<file path="config.mk">
export PLATFORM = sky130hd
export DESIGN_NAME = br_resolve_unit
export DESIGN_NICKNAME = d
export VERILOG_FILES = /design/src/rtl/br_pkg.sv /design/src/rtl/br_cond_eval.sv /design/src/rtl/br_addr_gen.sv /design/src/rtl/br_link_pack.sv /design/src/rtl/br_resolve_unit.sv
export SDC_FILE = /design/constraint.sdc
export NUM_CORES = 1
export LEC_CHECK = 0
export ABC_AREA = 1
export CORE_MARGIN = 2
export CORE_UTILIZATION = 43
export CTS_BUF_LIST = sky130_fd_sc_hd__clkbuf_4 sky130_fd_sc_hd__clkbuf_8
export CTS_CLUSTER_SIZE = 14
export DETAILED_ROUTE_END_ITERATION = 16
export MAX_ROUTING_LAYER = met4
export PLACE_DENSITY = 0.83
export SYNTH_ARGS = -nofsm -noshare
export SYNTH_HDL_FRONTEND = slang
export SYNTH_SLANG_ARGS = --single-unit
export TNS_END_PERCENT = 1
</file>
<file path="constraint.sdc">
create_clock -name clk -period 3.65 [get_ports clk]
set_input_delay 0.73 -clock clk [delete_from_list [all_inputs] [get_ports clk]]
set_output_delay 0.73 -clock clk [all_outputs]
set_load 0.1 [all_outputs]
</file>
<file path="src/rtl/br_pkg.sv">
package br_pkg;
  localparam logic [7:0] OP_BALR = 8'h05;
  localparam logic [7:0] OP_BCR  = 8'h07;
  localparam logic [7:0] OP_BAL  = 8'h45;
  localparam logic [7:0] OP_BC   = 8'h47;

  typedef enum logic [2:0] {
    K_NONE,
    K_COND_REG,
    K_LINK_REG,
    K_COND_IDX,
    K_LINK_IDX
  } br_kind_e;

  function automatic br_kind_e classify(input logic [7:0] op);
    case (op)
      OP_BCR:  return K_COND_REG;
      OP_BALR: return K_LINK_REG;
      OP_BC:   return K_COND_IDX;
      OP_BAL:  return K_LINK_IDX;
      default: return K_NONE;
    endcase
  endfunction
endpackage

</file>
<file path="src/rtl/br_cond_eval.sv">
module br_cond_eval #(
  parameter int CCW = 2
) (
  input  logic [(2**CCW)-1:0] mask,
  input  logic [CCW-1:0]      cc,
  output logic                hit
);
  localparam int NM = 2**CCW;

  logic [NM-1:0] sel;

  // mask bit NM-1 tests code 0, bit 0 tests code NM-1
  for (genvar i = 0; i < NM; i++) begin : g_sel
    assign sel[i] = (cc == CCW'(NM - 1 - i));
  end

  assign hit = |(sel & mask);
endmodule

</file>
<file path="src/rtl/br_addr_gen.sv">
module br_addr_gen #(
  parameter int AW    = 24,
  parameter int DW    = 32,
  parameter int DISPW = 12,
  parameter int RIW   = 4
) (
  input  logic             indexed,
  input  logic [RIW-1:0]   x_fld,
  input  logic [RIW-1:0]   b_fld,
  input  logic [RIW-1:0]   r2_fld,
  input  logic [DW-1:0]    x_data,
  input  logic [DW-1:0]    b_data,
  input  logic [DW-1:0]    r2_data,
  input  logic [DISPW-1:0] disp,
  output logic [AW-1:0]    target,
  output logic             r2_present
);
  localparam int NOPND = 2;

  logic [RIW-1:0] fld  [NOPND];
  logic [DW-1:0]  data [NOPND];
  logic [AW-1:0]  opnd [NOPND];
  logic [AW-1:0]  idx_sum;
  logic           unused_hi;

  assign fld[0]  = x_fld;
  assign fld[1]  = b_fld;
  assign data[0] = x_data;
  assign data[1] = b_data;

  // a zero field names no operand
  for (genvar g = 0; g < NOPND; g++) begin : g_opnd
    assign opnd[g] = (fld[g] != '0) ? data[g][AW-1:0] : '0;
  end

  assign idx_sum    = {{(AW-DISPW){1'b0}}, disp} + opnd[0] + opnd[1];
  assign r2_present = (r2_fld != '0);
  assign target     = indexed ? idx_sum : r2_data[AW-1:0];
  assign unused_hi  = ^{x_data[DW-1:AW], b_data[DW-1:AW], r2_data[DW-1:AW]};
endmodule

</file>
<file path="src/rtl/br_link_pack.sv">
module br_link_pack #(
  parameter int AW   = 24,
  parameter int DW   = 32,
  parameter int CCW  = 2,
  parameter int PMW  = 4,
  parameter int ILCW = 2
) (
  input  logic [AW-1:0]   cur_addr,
  input  logic [ILCW-1:0] ilc,
  input  logic [CCW-1:0]  cc,
  input  logic [PMW-1:0]  pmask,
  output logic [DW-1:0]   word
);
  localparam int SW = ILCW + CCW + PMW;

  logic [AW-1:0] ret_addr;

  assign ret_addr = cur_addr + AW'({ilc, 1'b0});

  if (SW + AW == DW) begin : g_exact
    assign word = {ilc, cc, pmask, ret_addr};
  end else begin : g_pad
    assign word = {{(DW-SW-AW){1'b0}}, ilc, cc, pmask, ret_addr};
  end
endmodule

</file>
<file path="src/rtl/br_resolve_unit.sv">
module br_resolve_unit #(
  parameter int AW    = 24,
  parameter int DW    = 32,
  parameter int DISPW = 12,
  parameter int RIW   = 4,
  parameter int CCW   = 2,
  parameter int PMW   = 4,
  parameter int ILCW  = 2
) (
  input  logic             clk,
  input  logic             rst,
  input  logic             i_valid,
  input  logic [7:0]       i_opcode,
  input  logic [RIW-1:0]   i_r1,
  input  logic [RIW-1:0]   i_x2,
  input  logic [RIW-1:0]   i_b2,
  input  logic [RIW-1:0]   i_r2,
  input  logic [DISPW-1:0] i_disp,
  input  logic [DW-1:0]    i_x_data,
  input  logic [DW-1:0]    i_b_data,
  input  logic [DW-1:0]    i_r2_data,
  input  logic [CCW-1:0]   i_cc,
  input  logic [PMW-1:0]   i_pmask,
  input  logic [ILCW-1:0]  i_ilc,
  input  logic [AW-1:0]    i_iaddr,
  output logic             o_taken,
  output logic [AW-1:0]    o_target,
  output logic             o_link_we,
  output logic [RIW-1:0]   o_link_sel,
  output logic [DW-1:0]    o_link_data
);
  import br_pkg::*;

  localparam int NM = 2**CCW;

  br_kind_e      kind;
  logic          indexed;
  logic          hit;
  logic          r2_present;
  logic [AW-1:0] target_c;
  logic [DW-1:0] link_c;
  logic          taken_c;
  logic          link_we_c;
  logic [NM-1:0] mask;

  assign kind    = i_valid ? classify(i_opcode) : K_NONE;
  assign indexed = (kind == K_COND_IDX) || (kind == K_LINK_IDX);
  assign mask    = NM'(i_r1);

  br_cond_eval #(.CCW(CCW)) u_cond (
    .mask (mask),
    .cc   (i_cc),
    .hit  (hit)
  );

  br_addr_gen #(.AW(AW), .DW(DW), .DISPW(DISPW), .RIW(RIW)) u_addr (
    .indexed    (indexed),
    .x_fld      (i_x2),
    .b_fld      (i_b2),
    .r2_fld     (i_r2),
    .x_data     (i_x_data),
    .b_data     (i_b_data),
    .r2_data    (i_r2_data),
    .disp       (i_disp),
    .target     (target_c),
    .r2_present (r2_present)
  );

  br_link_pack #(.AW(AW), .DW(DW), .CCW(CCW), .PMW(PMW), .ILCW(ILCW)) u_link (
    .cur_addr (i_iaddr),
    .ilc      (i_ilc),
    .cc       (i_cc),
    .pmask    (i_pmask),
    .word     (link_c)
  );

  always_comb begin
    taken_c   = 1'b0;
    link_we_c = 1'b0;
    unique case (kind)
      K_COND_IDX: taken_c = hit;
      K_COND_REG: taken_c = hit && r2_present;
      K_LINK_IDX: begin
        taken_c   = 1'b1;
        link_we_c = 1'b1;
      end
      K_LINK_REG: begin
        taken_c   = r2_present;
        link_we_c = 1'b1;
      end
      default: ;
    endcase
  end

  always_ff @(posedge clk) begin
    if (rst) begin
      o_taken     <= 1'b0;
      o_target    <= '0;
      o_link_we   <= 1'b0;
      o_link_sel  <= '0;
      o_link_data <= '0;
    end else begin
      o_taken     <= taken_c;
      o_target    <= taken_c ? target_c : '0;
      o_link_we   <= link_we_c;
      o_link_sel  <= link_we_c ? i_r1 : '0;
      o_link_data <= link_we_c ? link_c : '0;
    end
  end
endmodule

</file>
==> run summary, run 1 <==
In this run the worst path has a maximum fanout of 10. The sequential-to-total area share from yosys stat is 0.249. After routing the design area is 7590 um2.

The clock slew seen by the registers of the worst setup and hold paths was 70 ps. Synthesis inferred 62 register bits. The first global-routing pass estimated 24700 um of wire.

In the final layout, the multi-input gates occupy 2930 um2. The launching element type of the critical path was an input pin. The number of DRC violations after detailed-routing iteration 0 is 374.

By count the netlist is led by sky130_fd_sc_hd__nand2_1, sky130_fd_sc_hd__inv_1, sky130_fd_sc_hd__nor2_1, sky130_fd_sc_hd__dfxtp_1, sky130_fd_sc_hd__nand3_1. The flow ran to the end, and the final reports show no timing, DRC or antenna violations. Summing all flip-flop and latch instances after layout gives 1240 um2.

After floorplanning, the core was sized to cover 11400 um2. Routability-driven placement finished with a final weighted congestion of 0.935. The worst hold path belongs to the class in2reg. After routing, the total negative slack on setup checks comes to 0 ps. Share of the cycle needed by the critical path after routing: 0.919. The share of final-layout standard cells stronger than drive strength 1 was 0.0648. The tool flagged a number of max-cap violations equal to 0.

The area of the mapped netlist was 4990 um2. The tree is rooted in a sky130_fd_sc_hd__clkbuf_8. In the routed layout, each cell is associated on average with a via count of 4.70. For the worst setup path, the data arrival time is 3610 ps. For this run, the post-layout net count is 1261. From synthesis to final layout, the design area changed by 52.2%.

For the required time of the critical path, the log shows 3900 ps. The run gives 2 as the maximum count of clock buffers along a single path. Setup repair after global routing left no endpoint under its margin.

OpenSTA, run right after detailed placement, puts the worst setup slack at -49.3 ps. For this run, the leading register cell type out of synthesis is sky130_fd_sc_hd__dfxtp_1. The initial core utilization was 0.439.

The initial antenna violation count was 0. The global-route total usage across every layer came out at 0.250. The synthesized design spends more area on one cell type than any other, namely sky130_fd_sc_hd__dfxtp_1.

The final period demand of the worst path came out at 3360 ps. By area the synthesized netlist is led by sky130_fd_sc_hd__dfxtp_1, sky130_fd_sc_hd__nand2_1, sky130_fd_sc_hd__inv_1. Height of the die: 112 um. The hold-critical path depth works out to 3. By startpoint and endpoint, the worst setup path is classified as in2reg.

Averaged over all synthesized cells, the footprint is 6.11 um2. Following the worst setup path forward leads to its endpoint at o_target[19]$_SDFF_PP0_. The achievable clock frequency was 298 MHz. For the die area, the log shows 12500 um2. The count of buffers inserted at the top-level ports was 204; the overflow left after global routing was 0. After layout, the design draws a total of 2280 uW. The tools report the net count after synthesis as 1032.

The number of antenna diodes in the final layout is 0. The max-slew headroom at the worst pin came out at 0.308. The largest net degree at the start of global routing was 32; the number of H-tree levels was 3. The max-slew violation total from the final report is 0. Among all cell types in the netlist, the one instantiated most often is sky130_fd_sc_hd__nand2_1.

Dividing the detail-routed wire length by the instance count gives 12.5 um. IR analysis of the VDD net gives a maximum drop of 0.000234 V. In this run, distinct cell masters in the synthesized netlist total 38. The number of global-route vias before repair is 5386. Measured along the x axis, the die boundary spans 112 um. Endpoint kind of the worst setup timing path: a register. In this run the remaining antenna-violating nets after routing total 0. For this run, design rule violations remaining after detail routing come to 0. Setup slack closes at 294 ps. The routed design has 15000 um of wire. The tree built by TritonCTS fans out to 62 sinks. The number of buffers added for setup after CTS was 0; the static power due to leakage was 0.00395 uW. Summed over all nets, the half-perimeter wirelength after detailed placement is 12400 um.

Summing over every cut layer, the via total after detailed routing is 5605. For this run, the detailed router's first-pass iteration total came to 5. 229 I/O pins were placed. After technology mapping, the gate count stands at 816.

The number of warnings reported in the yosys synthesis log was 0. Buffers inserted during clock tree synthesis total 9. The slew of the pin with the lowest slew margin is 1030 ps, and the smallest hold slack is 901 ps.

The area share of the leading cell type in the synthesized netlist came out at 0.249. The number of enable-type register cells in the synthesized netlist was 0; the total power divided by cell area was 301 nW/um2. In this run the worst setup path begins at i_b2[1].

The layout has 1019 filler cells. Setup violations remaining at the end of the flow were counted as 0. TritonCTS built the clock tree. After floorplanning, the core was divided into 39 placement rows. The final hold violation count was 0. The share of flip-flops with an asynchronous set or reset after synthesis was 0. The cell area reported after detailed placement was 7330 um2.
layout make-up:
type | count | share of cell area
Multi-Input combinational cell | 545 | 0.386
Clock inverter | 5 | 0.0140
Timing Repair Buffer | 231 | 0.296
Tap cell | 143 | 0.0236
Clock buffer | 11 | 0.0191
Sequential cell | 62 | 0.164
Inverter | 196 | 0.0978
state kept, by name (all words and copies together) (netlist names):
| name | cells |
|---|---|
| o_link_data | 32 |
| o_target | 24 |
| o_link_sel | 4 |
| o_link_we | 1 |
| o_taken | 1 |
through the flow:
step | instances | util
2_1_floorplan | 816 | -
5_1_grt | 1193 | 0.667
3_5_place_dp | 1177 | 0.645
4_1_cts | 1193 | 0.667
3_3_place_gp | 1177 | 0.645
6_report | 1193 | 0.667
how the worst min path moves through the flow:
stage	slack [ps]	from	endpoint
after floorplan	820	i_iaddr[15]	o_link_data[15]$_SDFF_PP0_
after global placement	1260	i_pmask[0]	o_link_data[24]$_SDFF_PP0_
after detailed placement	1260	i_pmask[0]	o_link_data[24]$_SDFF_PP0_
after CTS	880	i_pmask[0]	o_link_data[24]$_SDFF_PP0_
after global routing	920	i_pmask[3]	o_link_data[27]$_SDFF_PP0_
final	900	i_pmask[0]	o_link_data[24]$_SDFF_PP0_
layer usage:
layer / global-route usage / part of all wire / vias to the layer above
met1: 0.280 / 0.41 / 2480
met4: 0.0922 / 0.025 / 0
met2: 0.448 / 0.51 / 186
li1: - / - / 2908
met5: - / 0 / -
met3: 0.0376 / 0.053 / 31
power by group:
| part | internal, uW | switching [uW] | total, uW |
|---|---|---|---|
| combinational | 395 | 449 | 844 |
| clock | 481 | 278 | 759 |
| sequential | 677 | 0.220 | 677 |
what timing repair did:
action / in CTS / in global routing
hold endpoints to repair: 0 / 0
hold buffers: 0 / 0
endpoints found under the setup margin: 0 / 2
gates resized for setup: 0 / 2
cells by family after synthesis:
| kind of cell | after synthesis | share of synthesized area |
|---|---|---|
| AOI/OAI and AO/OA | 60 | 0.0710 |
| xor gates and xnor gates | 2 | 0.00351 |
| adders and majority gates | 49 | 0.144 |
| buffers and inverters | 209 | 0.165 |
| DFF | 62 | 0.249 |
| and+or+nand+nor | 434 | 0.367 |
worst max-delay path, stage by stage:
cell                              delay (ps)
sky130_fd_sc_hd__clkdlybuf4s50_1         400
sky130_fd_sc_hd__nor2_1                  120
sky130_fd_sc_hd__nand2_1                  90
sky130_fd_sc_hd__inv_1                   120
sky130_fd_sc_hd__buf_4                   190
sky130_fd_sc_hd__nor2_1                   70
sky130_fd_sc_hd__fa_1                    460
sky130_fd_sc_hd__ha_1                    380
sky130_fd_sc_hd__nand2_1                 110
sky130_fd_sc_hd__nor2_1                  290
sky130_fd_sc_hd__nand3_1                 120
sky130_fd_sc_hd__nand3_1                 150
sky130_fd_sc_hd__nand2_1                  90
sky130_fd_sc_hd__nand3_1                  70
sky130_fd_sc_hd__nand3_1                 100
sky130_fd_sc_hd__nand2_1                  70
sky130_fd_sc_hd__inv_1                    30
cells in the final DEF (no fill, tap or decap):
cell type / n
sky130_fd_sc_hd__clkdlybuf4s50_1: 204
sky130_fd_sc_hd__nand2_1: 200
sky130_fd_sc_hd__inv_1: 192
sky130_fd_sc_hd__nor2_1: 152
sky130_fd_sc_hd__dfxtp_1: 62
sky130_fd_sc_hd__nand3_1: 40
sky130_fd_sc_hd__ha_1: 35
sky130_fd_sc_hd__a21oi_1: 27
sky130_fd_sc_hd__buf_4: 27
sky130_fd_sc_hd__o21ai_0: 19
sky130_fd_sc_hd__fa_1: 14
sky130_fd_sc_hd__nor3_1: 10
sky130_fd_sc_hd__clkbuf_8: 10
sky130_fd_sc_hd__nand4_1: 9
sky130_fd_sc_hd__a211oi_2: 4
sky130_fd_sc_hd__nand3b_1: 4
sky130_fd_sc_hd__nand2_2: 3
sky130_fd_sc_hd__nor3_2: 3
sky130_fd_sc_hd__bufinv_16: 3
sky130_fd_sc_hd__nand3_2: 2
sky130_fd_sc_hd__nor3_4: 2
sky130_fd_sc_hd__inv_2: 2
sky130_fd_sc_hd__nor2_2: 2
sky130_fd_sc_hd__nand4_2: 2
sky130_fd_sc_hd__o21a_1: 2
sky130_fd_sc_hd__o211ai_1: 2
sky130_fd_sc_hd__o21bai_1: 2
sky130_fd_sc_hd__nor4_1: 2
sky130_fd_sc_hd__a21o_1: 2
sky130_fd_sc_hd__clkinv_4: 2
sky130_fd_sc_hd__nor2_4: 1
sky130_fd_sc_hd__a21oi_2: 1
sky130_fd_sc_hd__clkinv_2: 1
sky130_fd_sc_hd__o21ai_1: 1
sky130_fd_sc_hd__and2_1: 1
sky130_fd_sc_hd__xor2_1: 1
sky130_fd_sc_hd__xnor2_1: 1
sky130_fd_sc_hd__nor3b_2: 1
sky130_fd_sc_hd__clkinvlp_4: 1
sky130_fd_sc_hd__clkbuf_4: 1
Power figures use the tool's default switching activity.
==> inputs of run 2 (changes only) <==
--- a/config.mk
+++ b/config.mk
@@ -9,7 +9,6 @@
 export CORE_MARGIN = 2
 export CORE_UTILIZATION = 43
 export CTS_BUF_LIST = sky130_fd_sc_hd__clkbuf_4 sky130_fd_sc_hd__clkbuf_8
-export CTS_CLUSTER_SIZE = 14
 export DETAILED_ROUTE_END_ITERATION = 16
 export MAX_ROUTING_LAYER = met4
 export PLACE_DENSITY = 0.83
==> results of run 2 <==
The final DEF is identical to that of run 1; final timing and power are the same.
